## src/rtl/tl_pkg.sv

```systemverilog
package tl_pkg;

  localparam int LAMP_W = 8;
  localparam int HOLD_W = 8;

  // Active-low lamp words: bit6 R1, bit5 Y1, bit4 G1, bit3 R2, bit2 Y2, bit1 G2
  localparam logic [LAMP_W-1:0] W_R1_G2  = 8'hBD;
  localparam logic [LAMP_W-1:0] W_R1_Y2  = 8'hBB;
  localparam logic [LAMP_W-1:0] W_G1_R2  = 8'hE7;
  localparam logic [LAMP_W-1:0] W_Y1_R2  = 8'hD7;
  localparam logic [LAMP_W-1:0] W_ALLRED = 8'hB7;

  localparam logic [HOLD_W-1:0] HOLD_GREEN  = 8'd10;
  localparam logic [HOLD_W-1:0] HOLD_YELLOW = 8'd5;
  localparam logic [HOLD_W-1:0] HOLD_CLEAR  = 8'd5;

  typedef struct packed {
    logic [LAMP_W-1:0] lamps_n;
    logic [HOLD_W-1:0] hold;
  } phase_t;

  // Table contents; the stepping logic never looks inside these rows.
  function automatic phase_t phase_row(input int idx, input bit with_safety);
    phase_t r;
    r = '{lamps_n: W_ALLRED, hold: HOLD_CLEAR};
    if (with_safety) begin
      case (idx)
        0: r = '{lamps_n: W_R1_G2,  hold: HOLD_GREEN};
        1: r = '{lamps_n: W_R1_Y2,  hold: HOLD_YELLOW};
        2: r = '{lamps_n: W_ALLRED, hold: HOLD_CLEAR};
        3: r = '{lamps_n: W_G1_R2,  hold: HOLD_GREEN};
        4: r = '{lamps_n: W_Y1_R2,  hold: HOLD_YELLOW};
        default: r = '{lamps_n: W_ALLRED, hold: HOLD_CLEAR};
      endcase
    end else begin
      case (idx)
        0: r = '{lamps_n: W_R1_G2,  hold: HOLD_GREEN};
        1: r = '{lamps_n: W_R1_Y2,  hold: HOLD_YELLOW};
        2: r = '{lamps_n: W_G1_R2,  hold: HOLD_GREEN};
        default: r = '{lamps_n: W_Y1_R2, hold: HOLD_YELLOW};
      endcase
    end
    return r;
  endfunction

endpackage

```

## src/rtl/tl_tick_div.sv

```systemverilog
module tl_tick_div #(
  parameter int CLKS_PER_TICK = 50_000_000,
  localparam int CNT_W = (CLKS_PER_TICK > 1) ? $clog2(CLKS_PER_TICK) : 1
) (
  input  logic clk,
  input  logic rst,
  output logic tick
);

  localparam logic [CNT_W-1:0] LAST = CNT_W'(CLKS_PER_TICK - 1);

  logic [CNT_W-1:0] cnt_q;

  always_ff @(posedge clk) begin
    if (rst || cnt_q == LAST) cnt_q <= '0;
    else                      cnt_q <= cnt_q + 1'b1;
  end

  assign tick = (cnt_q == LAST);

  // count never leaves the divider range
  assert_prescale_range_R6: assert property (@(posedge clk) disable iff (rst)
    cnt_q <= LAST);

  // a tick is followed by a restart of the count from zero
  assert_prescale_restart_R6: assert property (@(posedge clk) disable iff (rst)
    tick |=> (cnt_q == '0));

endmodule

```

## src/rtl/tl_phase_rom.sv

```systemverilog
module tl_phase_rom import tl_pkg::*; #(
  parameter bit WITH_SAFETY = 1'b1,
  parameter int NUM_ENTRIES = WITH_SAFETY ? 6 : 4,
  localparam int IDX_W = (NUM_ENTRIES > 1) ? $clog2(NUM_ENTRIES) : 1
) (
  input  logic [IDX_W-1:0] addr,
  output phase_t           row
);

  phase_t rom [NUM_ENTRIES];

  for (genvar g = 0; g < NUM_ENTRIES; g++) begin : g_row
    assign rom[g] = phase_row(g, WITH_SAFETY);
  end

  assign row = rom[addr];

endmodule

```

## src/rtl/tl_step_ctrl.sv

```systemverilog
module tl_step_ctrl import tl_pkg::*; #(
  parameter int NUM_ENTRIES = 6,
  localparam int IDX_W = (NUM_ENTRIES > 1) ? $clog2(NUM_ENTRIES) : 1
) (
  input  logic              clk,
  input  logic              rst,
  input  logic              tick,
  input  logic [HOLD_W-1:0] rd_hold,
  output logic [IDX_W-1:0]  rd_addr,
  output logic              advance
);

  localparam logic [IDX_W-1:0] LAST_IDX = IDX_W'(NUM_ENTRIES - 1);

  logic [IDX_W-1:0]  idx_q;
  logic [IDX_W-1:0]  idx_nxt;
  logic [HOLD_W-1:0] hold_q;
  logic [HOLD_W-1:0] hold_load;

  assign idx_nxt   = (idx_q == LAST_IDX) ? '0 : idx_q + 1'b1;
  assign rd_addr   = rst ? '0 : idx_nxt;
  assign advance   = tick && (hold_q <= HOLD_W'(1));
  assign hold_load = (rd_hold == '0) ? HOLD_W'(1) : rd_hold;

  always_ff @(posedge clk) begin
    if (rst) begin
      idx_q  <= '0;
      hold_q <= hold_load;
    end else if (advance) begin
      idx_q  <= idx_nxt;
      hold_q <= hold_load;
    end else if (tick) begin
      hold_q <= hold_q - 1'b1;
    end
  end

  // index stays inside the table
  assert_index_range_R7: assert property (@(posedge clk) disable iff (rst)
    idx_q <= LAST_IDX);

  // leaving the last row goes to row zero
  assert_wrap_R7: assert property (@(posedge clk) disable iff (rst)
    (advance && idx_q == LAST_IDX) |=> (idx_q == '0));

  // index moves only on an expiring hold
  assert_index_hold_R8: assert property (@(posedge clk) disable iff (rst)
    !advance |=> $stable(idx_q));

  // hold counter never reaches zero while running
  assert_hold_nonzero_R5: assert property (@(posedge clk) disable iff (rst)
    hold_q != '0);

endmodule

```

## src/rtl/traffic_seq.sv

```systemverilog
module traffic_seq import tl_pkg::*; #(
  parameter int CLKS_PER_TICK = 50_000_000,
  parameter bit WITH_SAFETY   = 1'b1,
  parameter int NUM_ENTRIES   = WITH_SAFETY ? 6 : 4,
  localparam int IDX_W = (NUM_ENTRIES > 1) ? $clog2(NUM_ENTRIES) : 1
) (
  input  logic             clk,
  input  logic             rst,
  output logic [LAMP_W-1:0] lamps_n
);

  logic             tick;
  logic             advance;
  logic [IDX_W-1:0] rd_addr;
  phase_t           rd_row;
  logic [LAMP_W-1:0] lamps_q;

  tl_tick_div #(.CLKS_PER_TICK(CLKS_PER_TICK)) u_div (
    .clk (clk),
    .rst (rst),
    .tick(tick)
  );

  tl_phase_rom #(.WITH_SAFETY(WITH_SAFETY), .NUM_ENTRIES(NUM_ENTRIES)) u_rom (
    .addr(rd_addr),
    .row (rd_row)
  );

  tl_step_ctrl #(.NUM_ENTRIES(NUM_ENTRIES)) u_ctrl (
    .clk    (clk),
    .rst    (rst),
    .tick   (tick),
    .rd_hold(rd_row.hold),
    .rd_addr(rd_addr),
    .advance(advance)
  );

  always_ff @(posedge clk) begin
    if (rst || advance) lamps_q <= rd_row.lamps_n;
  end

  assign lamps_n = lamps_q;

  localparam logic [LAMP_W-1:0] FIRST_WORD = phase_row(0, WITH_SAFETY).lamps_n;

  // reset loads row zero's word
  assert_reset_word_R1: assert property (@(posedge clk)
    rst |=> (lamps_q == FIRST_WORD));

  // spare bits stay high
  assert_spare_high_R2: assert property (@(posedge clk) disable iff (rst)
    lamps_q[7] && lamps_q[0]);

  // one lamp lit per street, never two greens
  assert_one_lamp_R10: assert property (@(posedge clk) disable iff (rst)
    ($countones(~lamps_q[6:4]) == 1) && ($countones(~lamps_q[3:1]) == 1)
    && (lamps_q[4] || lamps_q[1]));

  // output moves only on an expiring hold
  assert_stable_out_R8: assert property (@(posedge clk) disable iff (rst)
    !advance |=> $stable(lamps_q));

endmodule

```

## config.mk

```make
export PLATFORM = sky130hd
export DESIGN_NAME = traffic_seq
export DESIGN_NICKNAME = d
export VERILOG_FILES = /design/src/rtl/tl_pkg.sv /design/src/rtl/tl_tick_div.sv /design/src/rtl/tl_phase_rom.sv /design/src/rtl/tl_step_ctrl.sv /design/src/rtl/traffic_seq.sv
export SDC_FILE = /design/constraint.sdc
export NUM_CORES = 1
export LEC_CHECK = 0
export BUFFER_PORTS_ARGS = -buffer_cell sky130_fd_sc_hd__buf_2
export CAP_MARGIN = 30
export CORE_UTILIZATION = 65
export CTS_CLUSTER_DIAMETER = 150
export DETAILED_ROUTE_END_ITERATION = 12
export GPL_ROUTABILITY_DRIVEN = 0
export PLACE_DENSITY = 0.93
export SYNTH_ARGS = -nofsm -noshare
export SYNTH_HDL_FRONTEND = slang
export SYNTH_SLANG_ARGS = --single-unit
```

## constraint.sdc

```tcl
create_clock -name clk -period 4.59 [get_ports clk]
set_input_delay 0.2295 -clock clk [delete_from_list [all_inputs] [get_ports clk]]
set_output_delay 0.2295 -clock clk [all_outputs]
set_load 0.02 [all_outputs]
```

# [Yosys cells after proc, flatten, opt, wreduce, memory -nomap -nowiden]
# Memory sizes are Yosys's and may differ from the RTL's.
# Cells that the tools add are included.
[word_totals] mem_count=1 input_bits=2 register_bits=45 rom_bits=128
[classes] muxes=8 reduce_logical=5 addsub=3 magnitude_cmp=2 bitwise_logic=1 eq_ne=2
[mem_list] name="(no name shown)" depth=8 width=16 read_ports=1 rd_clocked_by_memory_dff=0 wr=0 line="tl_phase_rom.sv:16" rtl="assign row = rom[addr];"
[ops] cell="$mux 16" n=2
[ops] cell="$mux 8" n=4
[ops] cell="$add 26x1->26 const B" n=1
[ops] cell="$eq 26x26->1 const B" n=1
[ops] cell="$le 8x1->1 const B" n=1
[ops] cell="$logic_not 8->1" n=1
[ops] cell="$sub 8x1->8 const B" n=1
[ops] cell="$mux 3" n=2
[ops] cell="$ge 4x4->1 const B" n=1
[ops] cell="$not 3->4" n=1
[ops] cell="$add 3x1->3 const B" n=1
[ops] cell="$eq 3x3->1 const B" n=1
[ops] cell="$reduce_bool 3->1" n=1
[ops] cell="$logic_or 1x1->1" n=2
[ops] cell="$logic_and 1x1->1" n=1

# [Longest topological paths before layout]
[depth] word_depth=11 mapped_depth=8 mapped_depth_nobuf=6

# [Modules after synthesis]
# A second synthesis with hierarchy kept.
[unflattened] hier_cells=248 area_unflattened_um2=2389.8
[by_module_without_submodules] mod="tl_tick_div" area_per_inst_um2=1257.5 seq_area_each_um2=520.5 cells_per_inst=147 instances=1
[by_module_without_submodules] mod="tl_step_ctrl" area_per_inst_um2=710.7 seq_area_each_um2=300.3 cells_per_inst=67 instances=1
[by_module_without_submodules] mod="traffic_seq" area_per_inst_um2=246.5 seq_area_each_um2=240.2 cells_per_inst=9 instances=1
[by_module_without_submodules] mod="tl_phase_rom" area_per_inst_um2=175.2 seq_area_each_um2=0.0 cells_per_inst=25 instances=1

# [Worst setup path before layout]
# OpenSTA, ideal clock, no wires.
[synth_path] path_kind="reg-to-reg" from="register u_div.cnt_q[0]" to="register u_ctrl.hold_q[0] (enable)" path_stages_with_launch=8 arrival_ns=1.707 path_slack_ns=2.575 setup_time_ns=0.308 required_time_ns=4.282 cell_sequence="dfxtp_1 -> ha_1 -> clkbuf_1 -> nand2_1 -> nor3_1 -> a21o_1 -> buf_2 -> buf_4"
[synth_via] elab_chain_cells=3
[synth_lines] element="start: declaration" line="tl_tick_div.sv:12" rtl="logic [CNT_W-1:0] cnt_q;"
[synth_lines] element="start signal: assignment" line="tl_tick_div.sv:16" rtl="else cnt_q <= cnt_q + 1'b1;"
[synth_lines] element="$eq 26x26->1 (*)" line="tl_tick_div.sv:19" rtl="assign tick = (cnt_q == LAST);"
[synth_lines] element="$logic_and 1x1->1" line="tl_step_ctrl.sv:22" rtl="assign advance = tick && (hold_q <= HOLD_W'(1));"
[synth_lines] element="$reduce_bool 3->1 (no source line) (*)"
[synth_lines] element="end signal: assignment" line="tl_step_ctrl.sv:28" rtl="hold_q <= hold_load;"
[synth_lines] element="end signal: assignment" line="tl_step_ctrl.sv:31" rtl="hold_q <= hold_load;"
[synth_lines] element="end signal: assignment" line="tl_step_ctrl.sv:33" rtl="hold_q <= hold_q - 1'b1;"
[synth_lines] element="end: declaration" line="tl_step_ctrl.sv:17" rtl="logic [HOLD_W-1:0] hold_q;"
# Every way passes the cells marked *; elsewhere a longest branch is shown, timed or not.
# A chain may end at the register's enable or synchronous reset.

# [Final worst setup path]
[layout_path] from="register u_div.cnt_q[0]" to="register u_ctrl.hold_q[3] (enable)"
# The elaborated chain is that of the path after synthesis.

==> flow_summary.json <==
{
  "synth-edff-count": 14,
  "placementRows": 20,
  "cap_violations": 0,
  "reg2reg_to": "u_ctrl.hold_q[3]$_DFFE_PP_",
  "synth_seq_area_share_pct": 46.81,
  "syn_inst": 218,
  "layout.nets": 229,
  "grt_use_total_pct": 25.45,
  "ant_nets": 0,
  "grt_pass1_wl_um": 6658,
  "io_pins": 10,
  "setup_violations": 0,
  "h-tree-depth": 2,
  "leakage_nw": 0.7829,
  "final_core_util_pct": 74.72,
  "fp.dieW_um": 59.36,
  "insertion_delay_ns": 0.36,
  "layout_min_cycle_time_ns": 2.221,
  "num-fill-cells": 235,
  "r2r_slack_ns": 2.37,
  "slowest_stage": "nor3_1",
  "n_antenna_cell": 0,
  "path_buf_inv": 1,
  "ys_ff_latch": 43,
  "clock_tree.root_cell": "clkbuf_4",
  "rsz0062_at_grt": "false",
  "hold_slack_ns": 0.1838,
  "io_buffer_count": 7,
  "ys.flop_type": "dfxtp_1",
  "synth_top_area_share_pct": 27.15,
  "cts_tree": "built",
  "antenna_found_initial": 0,
  "startpoint_type": "flop",
  "cts.sinks": 43,
  "wl_per_cell_um": 14.64,
  "hold_depth": 2,
  "slew_viol_final": 0,
  "path_class": "flop to flop",
  "cp_slowest_stage_delay_ns": 0.50,
  "dp_hpwl_um": 2695,
  "peakVddDrop_v": 0.0003415,
  "syn_to_final_growth_pct": 7.548,
  "postCtsSetupBuffers": 0,
  "drc": 0,
  "drt_iter0_markers": 73,
  "reg2reg_depth": 5,
  "crit_chain": "ha_1, nand2_1, nor3_1, a21o_1, buf_16",
  "finalClockSkew_ns": 0.01815,
  "synth_area_per_cell_um2": 9.809,
  "hold_path_end": "u_div.cnt_q[6]$_SDFF_PP0_",
  "finalSetupTns_ns": 0,
  "die_y_um": 59.36,
  "hold_buffers": 0,
  "viasPerCell": 6.160,
  "grt_max_degree": 28,
  "min_from": "rst",
  "dp_cells": 260,
  "r2r-start": "u_div.cnt_q[0]$_SDFF_PP0_",
  "cts_resized": 0,
  "worstPathMaxFanout": 27,
  "timing.fmax_ghz": 0.4502,
  "relSlewSlack_pct": 60.24,
  "synth_area_leaders": "dfxtp_1 27%, edfxtp_1 20%, xnor2_1 3.7%, xor2_1 3.7%, a21oi_1 3.3%",
  "numCtsBuffers": 5,
  "grt_pass1_vias": 1573,
  "initial_core_util_pct": 69.47,
  "power_w": 0.0007486,
  "clk_pin_slew_ns": 0.14,
  "via_count": 1651,
  "yosysWarnings": 0,
  "synth_top_area_cell": "dfxtp_1",
  "worst_slew_pin_slew_ns": 0.5919,
  "firstDrtPassIters": 4,
  "fp.coreArea_um2": 3078,
  "crit_start": "u_div.cnt_q[0]$_SDFF_PP0_",
  "hold_path.class": "primary input to flop",
  "overflow": 0,
  "final_cells": 268,
  "drive_gt1_share_pct": 11.16,
  "totalWireLength_um": 3923,
  "setup.worst_path.end_class": "flop",
  "period_share_pct": 48.40,
  "ys_async_sr_fraction_pct": 0,
  "finalHoldViolCount": 0,
  "required_ns": 4.66,
  "power_density_nw_per_um2": 325.5,
  "synth_cell_type_count": 44,
  "dieArea_um2": 3523,
  "crit_arrival_ns": 2.29,
  "netlist_area_um2": 2138,
  "status": "complete, no violations",
  "clk_path_buf_depth": 2,
  "cpLargestDelayFamily": "simple AND/OR/NAND/NOR gates"
}
[final cells by class]
class                           count  area (um2)  share of cell area, %
Multi-Input combinational cell    157        1046                  45.48
Sequential cell                    43        1001                  43.53
Clock inverter                      3       67.56                  2.938
Timing Repair Buffer                8       62.56                  2.720
Tap cell                           44       55.05                  2.394
Clock buffer                        5       37.54                  1.632
Inverter                            8       30.03                  1.306
[Yosys cell counts (4+ instances only)]
library cell  count
buf_2             4
nand2_1          14
mux2i_1           4
inv_1             8
or4_1             8
nor2_1           16
nand4_1           9
o21ai_0           5
xnor2_1           9
a21oi_1          14
nor3_1            8
or3_1             5
o31ai_1           9
xor2_1            9
nand3_1           7
dfxtp_1          29
ha_1              4
edfxtp_1         14
[where the power goes]
group / internal (W) / switching, W
clock network: 0.000169 / 0.000122
logic: 0.0000177 / 0.0000271
registers: 0.000404 / 0.00000879
[metal layers]
metal | wire, um | GRT usage, % | up-vias | share of wire [%]
met2 | 2046 | 44.46 | 40 | 52
met1 | 1667 | 29.82 | 798 | 42
met3 | 173 | 4.803 | 6 | 4.4
li1 | - | - | 807 | -
met4 | 35 | 12.24 | 0 | 0.89
met5 | 0 | 0 | - | 0
[through the flow]
step                      cell area, um2  worst slack (ns)
after floorplan                     2142             2.575
after CTS                           2300             2.367
after global placement              2167             2.124
final                               2300             2.369
after detailed placement            2195             2.383
after global routing                2300             2.097
[worst max-delay path by stage]
stage | endpoint | slack [ns] | depth (start not counted)
after CTS | lamps_n[4]$_SDFFCE_PP1P_ | 2.37 | 4
final | u_ctrl.hold_q[3]$_DFFE_PP_ | 2.37 | 5
after detailed placement | lamps_n[4]$_SDFFCE_PP1P_ | 2.38 | 4
after global placement | u_ctrl.hold_q[6]$_SDFFCE_PP0P_ | 2.12 | 4
after global routing | u_ctrl.hold_q[3]$_DFFE_PP_ | 2.10 | 5
after floorplan | u_ctrl.hold_q[0]$_DFFE_PP_ | 2.57 | 7
[registers in the layout, summed over array words and instances, names as in the netlist]
register       flops
lamps_n            6
u_ctrl.hold_q      8
u_ctrl.idx_q       3
u_div.cnt_q       26
[cells by family after synthesis]
group	share of synthesized area [%]
compound gates	9.187
xor+xnor	7.373
fa+ha+maj	2.341
buf+inv	4.447
flops	46.81
mux	2.926
other cells	0.1754
simple gates	26.74
[worst reg2reg max path: stages (launching register included)]
cell     delay (ns)
dfxtp_1        0.40
ha_1           0.33
nand2_1        0.09
nor3_1         0.50
a21o_1         0.40
buf_16         0.22
[layout by cell type (no fill, tap or decap), drive strengths merged, types with 3 or more instances in the layout]
cell     n
nand4   10
ha       4
nand2   14
o31ai    9
inv      8
mux2i    4
nor3     8
nand3    8
and3     4
dfxtp   29
buf      8
or3      6
o21ai    5
xor2     9
edfxtp  14
nor4     3
and4     5
xnor2    9
and2     3
or4      9
nor2    16
clkbuf   5
a21oi   14
Note: power is estimated with default switching activity, not from simulation.
